File: src/rtl/illx_pkg.sv
package illx_pkg;

    typedef enum logic [1:0] {
        PH_IDLE = 2'd0,
        PH_HEAD = 2'd1,
        PH_MA   = 2'd2,
        PH_TAIL = 2'd3
    } illx_phase_e;

    typedef enum logic {
        EXC_ORD  = 1'b0,
        EXC_SLOT = 1'b1
    } illx_kind_e;

    typedef struct packed {
        logic       valid;
        logic       undef;
        logic       in_dslot;
        logic       writes_pc;
    } illx_flags_t;

    typedef struct packed {
        logic       take;
        illx_kind_e kind;
    } illx_req_t;

    // Slots already spent by the faulting instruction (fetch and decode).
    localparam int unsigned PRE_SLOTS = 2;

    function automatic int unsigned max3(input int unsigned a, input int unsigned b,
                                         input int unsigned c);
        int unsigned m;
        m = a;
        if (b > m) m = b;
        if (c > m) m = c;
        return m;
    endfunction

    function automatic illx_req_t classify(input illx_flags_t f);
        illx_req_t r;
        r.take = 1'b0;
        r.kind = EXC_ORD;
        if (f.valid) begin
            if (f.in_dslot && (f.undef || f.writes_pc)) begin
                r.take = 1'b1;
                r.kind = EXC_SLOT;
            end else if (f.undef) begin
                r.take = 1'b1;
                r.kind = EXC_ORD;
            end
        end
        return r;
    endfunction

endpackage

File: src/rtl/illx_classify.sv
module illx_classify
    import illx_pkg::*;
(
    input  illx_flags_t flags,
    output illx_req_t   req
);
    always_comb begin
        req = classify(flags);
    end
endmodule

File: src/rtl/illx_sequencer.sv
module illx_sequencer
    import illx_pkg::*;
#(
    parameter int unsigned HEAD_EX = 2,
    parameter int unsigned N_MA    = 3,
    parameter int unsigned TAIL_EX = 2,
    localparam int unsigned CNT_W  = $clog2(max3(HEAD_EX, N_MA, TAIL_EX) + 1)
) (
    input  logic             clk,
    input  logic             rst,
    input  illx_req_t        req,
    output illx_phase_e      phase,
    output logic [CNT_W-1:0] cnt,
    output illx_kind_e       kind
);
    localparam logic [CNT_W-1:0] HEAD_LAST = CNT_W'(HEAD_EX - 1);
    localparam logic [CNT_W-1:0] MA_LAST   = CNT_W'(N_MA - 1);
    localparam logic [CNT_W-1:0] TAIL_LAST = CNT_W'(TAIL_EX - 1);

    always_ff @(posedge clk) begin
        if (rst) begin
            phase <= PH_IDLE;
            cnt   <= '0;
            kind  <= EXC_ORD;
        end else begin
            unique case (phase)
                PH_IDLE: begin
                    if (req.take) begin
                        phase <= PH_HEAD;
                        cnt   <= '0;
                        kind  <= req.kind;
                    end
                end
                PH_HEAD: begin
                    if (cnt == HEAD_LAST) begin
                        phase <= PH_MA;
                        cnt   <= '0;
                    end else begin
                        cnt <= cnt + 1'b1;
                    end
                end
                PH_MA: begin
                    if (cnt == MA_LAST) begin
                        phase <= PH_TAIL;
                        cnt   <= '0;
                    end else begin
                        cnt <= cnt + 1'b1;
                    end
                end
                PH_TAIL: begin
                    if (cnt == TAIL_LAST) begin
                        phase <= PH_IDLE;
                        cnt   <= '0;
                    end else begin
                        cnt <= cnt + 1'b1;
                    end
                end
                default: begin
                    phase <= PH_IDLE;
                    cnt   <= '0;
                end
            endcase
        end
    end

    AST_MA_CNT_RANGE: assert property (@(posedge clk) disable iff (rst)
        (phase == PH_MA) |-> (cnt <= MA_LAST));
    AST_KIND_HELD: assert property (@(posedge clk) disable iff (rst)
        (phase != PH_IDLE && $past(phase) != PH_IDLE) |-> $stable(kind));

endmodule

File: src/rtl/illx_out_map.sv
module illx_out_map
    import illx_pkg::*;
#(
    parameter int unsigned HEAD_EX  = 2,
    parameter int unsigned N_MA     = 3,
    parameter int unsigned TAIL_EX  = 2,
    parameter int unsigned VEC_W    = 8,
    parameter logic [VEC_W-1:0] VEC_ORD  = 8'd4,
    parameter logic [VEC_W-1:0] VEC_SLOT = 8'd6,
    parameter int unsigned CNT_W    = 2,
    parameter int unsigned POS_W    = 4,
    parameter int unsigned IDX_W    = 2
) (
    input  illx_phase_e      phase,
    input  logic [CNT_W-1:0] cnt,
    input  illx_kind_e       kind,
    output logic             busy,
    output logic             flush,
    output logic [POS_W-1:0] seq_pos,
    output logic             ma_stb,
    output logic [IDX_W-1:0] ma_idx,
    output logic             redirect,
    output logic [VEC_W-1:0] vector,
    output logic             exc_is_slot
);
    localparam logic [POS_W-1:0] BASE_HEAD = POS_W'(PRE_SLOTS + 1);
    localparam logic [POS_W-1:0] BASE_MA   = POS_W'(PRE_SLOTS + 1 + HEAD_EX);
    localparam logic [POS_W-1:0] BASE_TAIL = POS_W'(PRE_SLOTS + 1 + HEAD_EX + N_MA);
    localparam logic [CNT_W-1:0] TAIL_LAST = CNT_W'(TAIL_EX - 1);

    logic [POS_W-1:0] base;

    always_comb begin
        unique case (phase)
            PH_HEAD: base = BASE_HEAD;
            PH_MA:   base = BASE_MA;
            PH_TAIL: base = BASE_TAIL;
            default: base = '0;
        endcase
    end

    always_comb begin
        busy        = (phase != PH_IDLE);
        flush       = busy;
        seq_pos     = busy ? (base + POS_W'(cnt)) : '0;
        ma_stb      = (phase == PH_MA);
        ma_idx      = ma_stb ? IDX_W'(cnt) : '0;
        redirect    = (phase == PH_TAIL) && (cnt == TAIL_LAST);
        exc_is_slot = busy && (kind == EXC_SLOT);
        if (!busy)
            vector = '0;
        else if (kind == EXC_SLOT)
            vector = VEC_SLOT;
        else
            vector = VEC_ORD;
    end

endmodule

File: src/rtl/illx_seq_top.sv
module illx_seq_top
    import illx_pkg::*;
#(
    parameter int unsigned HEAD_EX  = 2,
    parameter int unsigned N_MA     = 3,
    parameter int unsigned TAIL_EX  = 2,
    parameter int unsigned VEC_W    = 8,
    parameter logic [VEC_W-1:0] VEC_ORD  = 8'd4,
    parameter logic [VEC_W-1:0] VEC_SLOT = 8'd6,
    localparam int unsigned TOTAL   = PRE_SLOTS + HEAD_EX + N_MA + TAIL_EX,
    localparam int unsigned CNT_W   = $clog2(max3(HEAD_EX, N_MA, TAIL_EX) + 1),
    localparam int unsigned POS_W   = $clog2(TOTAL + 1),
    localparam int unsigned IDX_W   = (N_MA > 1) ? $clog2(N_MA) : 1
) (
    input  logic             clk,
    input  logic             rst,
    input  logic             id_valid,
    input  logic             id_undef,
    input  logic             id_in_dslot,
    input  logic             id_writes_pc,
    output logic             busy,
    output logic             flush,
    output logic [POS_W-1:0] seq_pos,
    output logic             ma_stb,
    output logic [IDX_W-1:0] ma_idx,
    output logic             redirect,
    output logic [VEC_W-1:0] vector,
    output logic             exc_is_slot
);
    illx_flags_t      flags;
    illx_req_t        req;
    illx_phase_e      phase;
    logic [CNT_W-1:0] cnt;
    illx_kind_e       kind;

    assign flags = '{valid: id_valid, undef: id_undef,
                     in_dslot: id_in_dslot, writes_pc: id_writes_pc};

    illx_classify u_cls (
        .flags (flags),
        .req   (req)
    );

    illx_sequencer #(
        .HEAD_EX (HEAD_EX),
        .N_MA    (N_MA),
        .TAIL_EX (TAIL_EX)
    ) u_seq (
        .clk   (clk),
        .rst   (rst),
        .req   (req),
        .phase (phase),
        .cnt   (cnt),
        .kind  (kind)
    );

    illx_out_map #(
        .HEAD_EX  (HEAD_EX),
        .N_MA     (N_MA),
        .TAIL_EX  (TAIL_EX),
        .VEC_W    (VEC_W),
        .VEC_ORD  (VEC_ORD),
        .VEC_SLOT (VEC_SLOT),
        .CNT_W    (CNT_W),
        .POS_W    (POS_W),
        .IDX_W    (IDX_W)
    ) u_map (
        .phase       (phase),
        .cnt         (cnt),
        .kind        (kind),
        .busy        (busy),
        .flush       (flush),
        .seq_pos     (seq_pos),
        .ma_stb      (ma_stb),
        .ma_idx      (ma_idx),
        .redirect    (redirect),
        .vector      (vector),
        .exc_is_slot (exc_is_slot)
    );

    AST_REDIRECT_FINAL: assert property (@(posedge clk) disable iff (rst)
        redirect |-> (busy && seq_pos == POS_W'(TOTAL)));
    AST_REDIRECT_RELEASE: assert property (@(posedge clk) disable iff (rst)
        redirect |=> !busy);
    AST_STB_EXCL: assert property (@(posedge clk) disable iff (rst)
        $onehot0({ma_stb, redirect}));
    AST_VEC_HELD: assert property (@(posedge clk) disable iff (rst)
        (busy && $past(busy)) |-> ($stable(vector) && $stable(exc_is_slot)));
    AST_POS_STEP: assert property (@(posedge clk) disable iff (rst)
        (busy && $past(busy)) |-> (seq_pos == $past(seq_pos) + 1'b1));
    AST_POS_FIRST: assert property (@(posedge clk) disable iff (rst)
        $rose(busy) |-> (seq_pos == POS_W'(PRE_SLOTS + 1)));

endmodule

File: config.mk
export PLATFORM = sky130hd
export DESIGN_NAME = illx_seq_top
export DESIGN_NICKNAME = d
export VERILOG_FILES = /design/src/rtl/illx_pkg.sv /design/src/rtl/illx_classify.sv /design/src/rtl/illx_sequencer.sv /design/src/rtl/illx_out_map.sv /design/src/rtl/illx_seq_top.sv
export SDC_FILE = /design/constraint.sdc
export NUM_CORES = 1
export LEC_CHECK = 0
export BUFFER_PORTS_ARGS = -buffer_cell sky130_fd_sc_hd__buf_4
export CORE_AREA = 2 2 39 41
export DETAILED_ROUTE_END_ITERATION = 7
export DIE_AREA = 0 0 41 43
export GPL_TIMING_DRIVEN = 0
export PLACE_DENSITY_LB_ADDON = 0.12
export SLEW_MARGIN = 20
export SYNTH_ARGS = -nofsm -noshare
export SYNTH_HDL_FRONTEND = slang
export SYNTH_HIERARCHICAL = 1
export SYNTH_SLANG_ARGS = --single-unit
File: constraint.sdc
create_clock -name clk -period 2.3 [get_ports clk]
set_input_delay 0 -clock clk [delete_from_list [all_inputs] [get_ports clk]]
set_output_delay 0 -clock clk [all_outputs]
set_load 0.05 [all_outputs]
Yosys cells after proc, flatten, opt, wreduce, memory -nomap -nowiden
Index checks and enable logic that the tools add are counted.

Register bits: 5. Bits of input ports: 6. Output and inout bits: 19. Logic and storage cells: 40.

$add $sub $neg: 2. Eq/ne operators: 9. Mux-type cells: 17. Reduce and logical (&&, ||, !) cells: 9.

Operator list (count): $mux W2 (12); $pmux W4 S3 (1); $mux W8 (1); $pmux W2 S4 (1); $eq A2 B2 Y1 const B (3); $pmux W2 S3 (1); $add A4 B2 Y4 (1); $eq A2 B1 Y1 const B (2); $mux W4 (1); $ne A2 B1 Y1 const B (2); $ne A2 B2 Y1 const B (2); $reduce_and A4 Y1 (1); $logic_and A1 B1 Y1 (3); $add A2 B1 Y2 const B (1); $logic_not A2 Y1 (1); $reduce_and A2 Y1 (1); $reduce_bool A2 Y1 (1); $reduce_or A2 Y1 (1); $logic_or A1 B1 Y1 (1).

Depth between registers and ports, before layout
Depth in word-level cells: 6. Mapped depth: 7.

Cells and area by module
The synthesis kept the hierarchy.

By module, submodules not included: illx_sequencer (times used 1, cells each 37, area an instance 327.8 um2, sequential area each 100.1 um2); illx_out_map (times used 1, cells each 37, area an instance 274.0 um2, sequential area each 0.0 um2); illx_classify (times used 1, cells each 3, area an instance 21.3 um2, sequential area each 0.0 um2).

Worst setup path after synthesis
Ideal clock, no wire load.

Path kind: reg2out. Start point: reg u_seq.phase[0]. End point: out seq_pos[2]. Data arrival time: 2150 ps. Slack: 150 ps. Cell stages (with the launch flop): 8. Buffers on the path: 0. Cells stage by stage: dfxtp_1 > inv_1 > ha_1 > ha_1 > inv_1 > fa_1 > xor2_1 > nor2_1.

Word-level cells in the longest chain between the ends: 4. Elaborated cells between the ends (all ways): 7.

RTL lines: start: declaration (RTL line illx_sequencer.sv:12) `output illx_phase_e phase,`; start signal: assignment (RTL line illx_sequencer.sv:22) `phase <= PH_IDLE;`; start signal: assignment (RTL line illx_sequencer.sv:29) `phase <= PH_HEAD;`; start signal: assignment (RTL line illx_sequencer.sv:36) `phase <= PH_MA;`; $eq A2 B2 Y1 / $eq A2 B1 Y1 (equally long branches) (RTL line illx_out_map.sv:34) `unique case (phase)`; $pmux W4 S3 (RTL line illx_out_map.sv:34); $add A4 B2 Y4 (RTL line illx_out_map.sv:45) `seq_pos = busy ? (base + POS_W'(cnt)) : '0;`; $mux W4 * (RTL line illx_out_map.sv:45); end: declaration (RTL line illx_seq_top.sv:23) `output logic [POS_W-1:0] seq_pos,`.

Mark *: on every way between the ends. The rest lies on a longest branch, timed or not.

Final worst setup path
Ends and elaborated chain as after synthesis.

==> results_dict.tcl <==
set metrics [dict create \
    dp_slack_ns 0.385 \
    coreArea_um2 1380 \
    grt_overflow 0 \
    drv_slew 0 \
    dp_hpwl_um 896 \
    regToRegSetupSlack_ns 0.73 \
    ys_ff_latch 5 \
    yosysSeqAreaShare_pct 16.1 \
    die_w_um 41 \
    max-clock-path-buffers 2 \
    fin_ws_ns 0.139 \
    synth_area_um2 623 \
    grt_pass1_vias 464 \
    rows 14 \
    crit_required_ns 2.30 \
    cts_tree "built" \
    netlist_instances 77 \
    die_h_um 43 \
    cts_inserted_buffers 3 \
    clockPowerShare_pct 9.9 \
    wl_per_cell_um 8.83 \
    drv_cap 0 \
    avgSynthCellArea_um2 8.09 \
    synth_edf_count 0 \
    worstPathArrival_ns 2.16 \
    comb_power_share_pct 74.5 \
    ant_nets 0 \
    vias_per_cell 4.59 \
    syn_to_final_growth_pct 33.7 \
    min-delay-start "id_in_dslot" \
    cp_max_fo 7 \
    async_reset_ff_share_pct 0 \
    min_to "u_seq/kind" \
    min_path_cells 4 \
    final_util_pct 60.2 \
    status "completed" \
    ys.flop_type "dfxtp_1" \
    ir_drop_uv 471 \
    initial_core_util_pct 45.0 \
    route.vias.total 555 \
    yosysWarnings 6 \
    synth.mux.area_fraction_pct 1.61 \
    cts_max_level 1 \
    synth_compound_area_share_pct 14.7 \
    n_antenna_cell 0 \
    r2r-start "u_seq/phase[0]" \
    p_int_uw 448 \
    ys_types 27 \
    p_leak_nw 0.433 \
    endpoint_kind "output pin" \
    hold_violations 0 \
    dieArea_um2 1760 \
    r2r_cells 6 \
    cts.sinks 5 \
    port_buffers 18 \
    synthSimpleGateAreaFrac_pct 20.9 \
    finalCritPeriodShare_pct 93.9 \
    p_sw_uw 537 \
    fin_crit_ns 2.16 \
    grt_antenna_before_repair 0 \
    post_cts_buffers 0 \
    grt_pass1_wl_um 1680 \
    critical_path_class "flip-flop to output pin" \
    synthAdderAreaFrac_pct 27.3 \
    power.density_nw_per_um2 1180 \
    routed_wl_um 1070 \
    worstSetupStartpointType "flip-flop" \
    reg2reg_to "u_seq/phase[1]" \
    drive_gt1_share_pct 31.4 \
    clk_latency_ns 0.23 \
    firstDrtPassIters 2 \
    grt_setup_unrepaired "no" \
    drcViolationCount 0 \
    synth_top_family_by_area "adder cells" \
    finalSetupViolCount 0 \
    seqPwrFrac_pct 15.6 \
    drt_iter0_drc 6 \
    clockRootBuffer "clkbuf_4" \
    switching_share_pct 54.5 \
    tns_ns 0 \
    path_clk_slew_ns 0.04 \
    skew_ns 0.00123 \
    fin_nets 125 \
    hp-class "input port to flip-flop" \
    synth_xor_area_share_pct 1.41 \
    finalWeightedCongestion 0.780 \
    grt_usage_pct 13.5 \
    fmax_mhz 463 \
    grt_max_degree 9 \
    pin_count 25 \
]
==> how the worst max path moves through the flow <==
stage	start	endpoint	slack, ns
detailed placement	u_seq/phase[0]	seq_pos[2]	0.38
global route	u_seq/phase[0]	seq_pos[2]	0.03
floorplan	u_seq/phase[0]	seq_pos[2]	0.15
global placement	u_seq/phase[0]	seq_pos[2]	0.39
CTS	u_seq/phase[0]	seq_pos[2]	0.12
finish	u_seq/phase[0]	seq_pos[2]	0.14
==> sequential cells by signal (all words and copies together), names as in the netlist <==
signal,flops
u_seq/cnt,2
u_seq/kind,1
u_seq/phase,2
==> per-layer routing <==
metal  GRT usage (%)  share of wire, %  wire, µm  vias up
met1            16.8                43       458      247
li1                -                 -         -      291
met4            4.00                 0         0        0
met2            21.9                49       520       17
met3            3.14               8.4        90        0
met5               0                 0         0        -
==> kinds of logic after synthesis <==
kind of cell,after synthesis
simple gates,23
buf+inv,20
fa+ha+maj,13
compound gates,13
flops,5
other cells,1
xor+xnor,1
mux,1
==> power by group through the flow <==
stage | sequential, mW | combinational [mW] | clock, mW
2_1_floorplan | 0.141 | 0.586 | 0
4_1_cts | 0.155 | 0.742 | 0.102
6_report | 0.153 | 0.734 | 0.0975
5_1_grt | 0.160 | 0.808 | 0.107
3_3_place_gp | 0.157 | 0.733 | 0
3_5_place_dp | 0.156 | 0.740 | 0
==> worst max-delay path: stages (launching register included) <==
cell,delay [ns]
dfxtp_1,0.48
inv_1,0.13
ha_1,0.30
ha_1,0.15
inv_1,0.05
fa_1,0.37
xor2_1,0.17
nor2_1,0.08
buf_4,0.20
==> cells in the final DEF (no fill, tap or decap), drive strengths merged, types with 3 or more instances in the layout <==
| master | n |
|---|---|
| a21oi | 6 |
| buf | 27 |
| clkbuf | 4 |
| conb | 6 |
| dfxtp | 5 |
| ha | 12 |
| inv | 11 |
| nor2 | 5 |
| nor2b | 4 |
| o21ai | 3 |
==> synth_stat cells, types with 2 or more instances <==
master	count	area share, %
and2_1	2	2.0
dfxtp_1	5	16
nand2_1	2	1.2
buf_4	9	11
inv_1	11	6.6
o21ai_0	3	2.4
nor2b_1	3	3.0
a21oi_1	6	4.8
nor3_1	2	1.6
nor2_1	5	3.0
ha_1	12	24
nand2b_1	2	2.0
==> through the flow <==
step / instance area, µm² / hold WS, ns / total power [mW] / instances
after floorplan: 642 / 0.0691 / 0.727 / 82
after global placement: 797 / 0.203 / 0.889 / 116
after detailed placement: 797 / 0.208 / 0.897 / 116
after CTS: 833 / 0.137 / 0.999 / 121
after global routing: 833 / 0.158 / 1.07 / 121
final: 833 / 0.137 / 0.985 / 121
==> area by class of cell <==
cell class | instances | area [µm²]
clock buffer | 4 | 26.3
sequential | 5 | 100
fill | 145 | 551
buffer | 9 | 67.6
inverter | 11 | 41.3
multi-input combinational | 57 | 433
tap | 16 | 20.0
timing repair buffer | 19 | 145
==> what timing repair did <==
item / CTS / global route
hold buffers: 1 / 0
resized for setup: 0 / 0
endpoints found under the hold margin: 5 / 0
(Power assumes the default switching activity.)
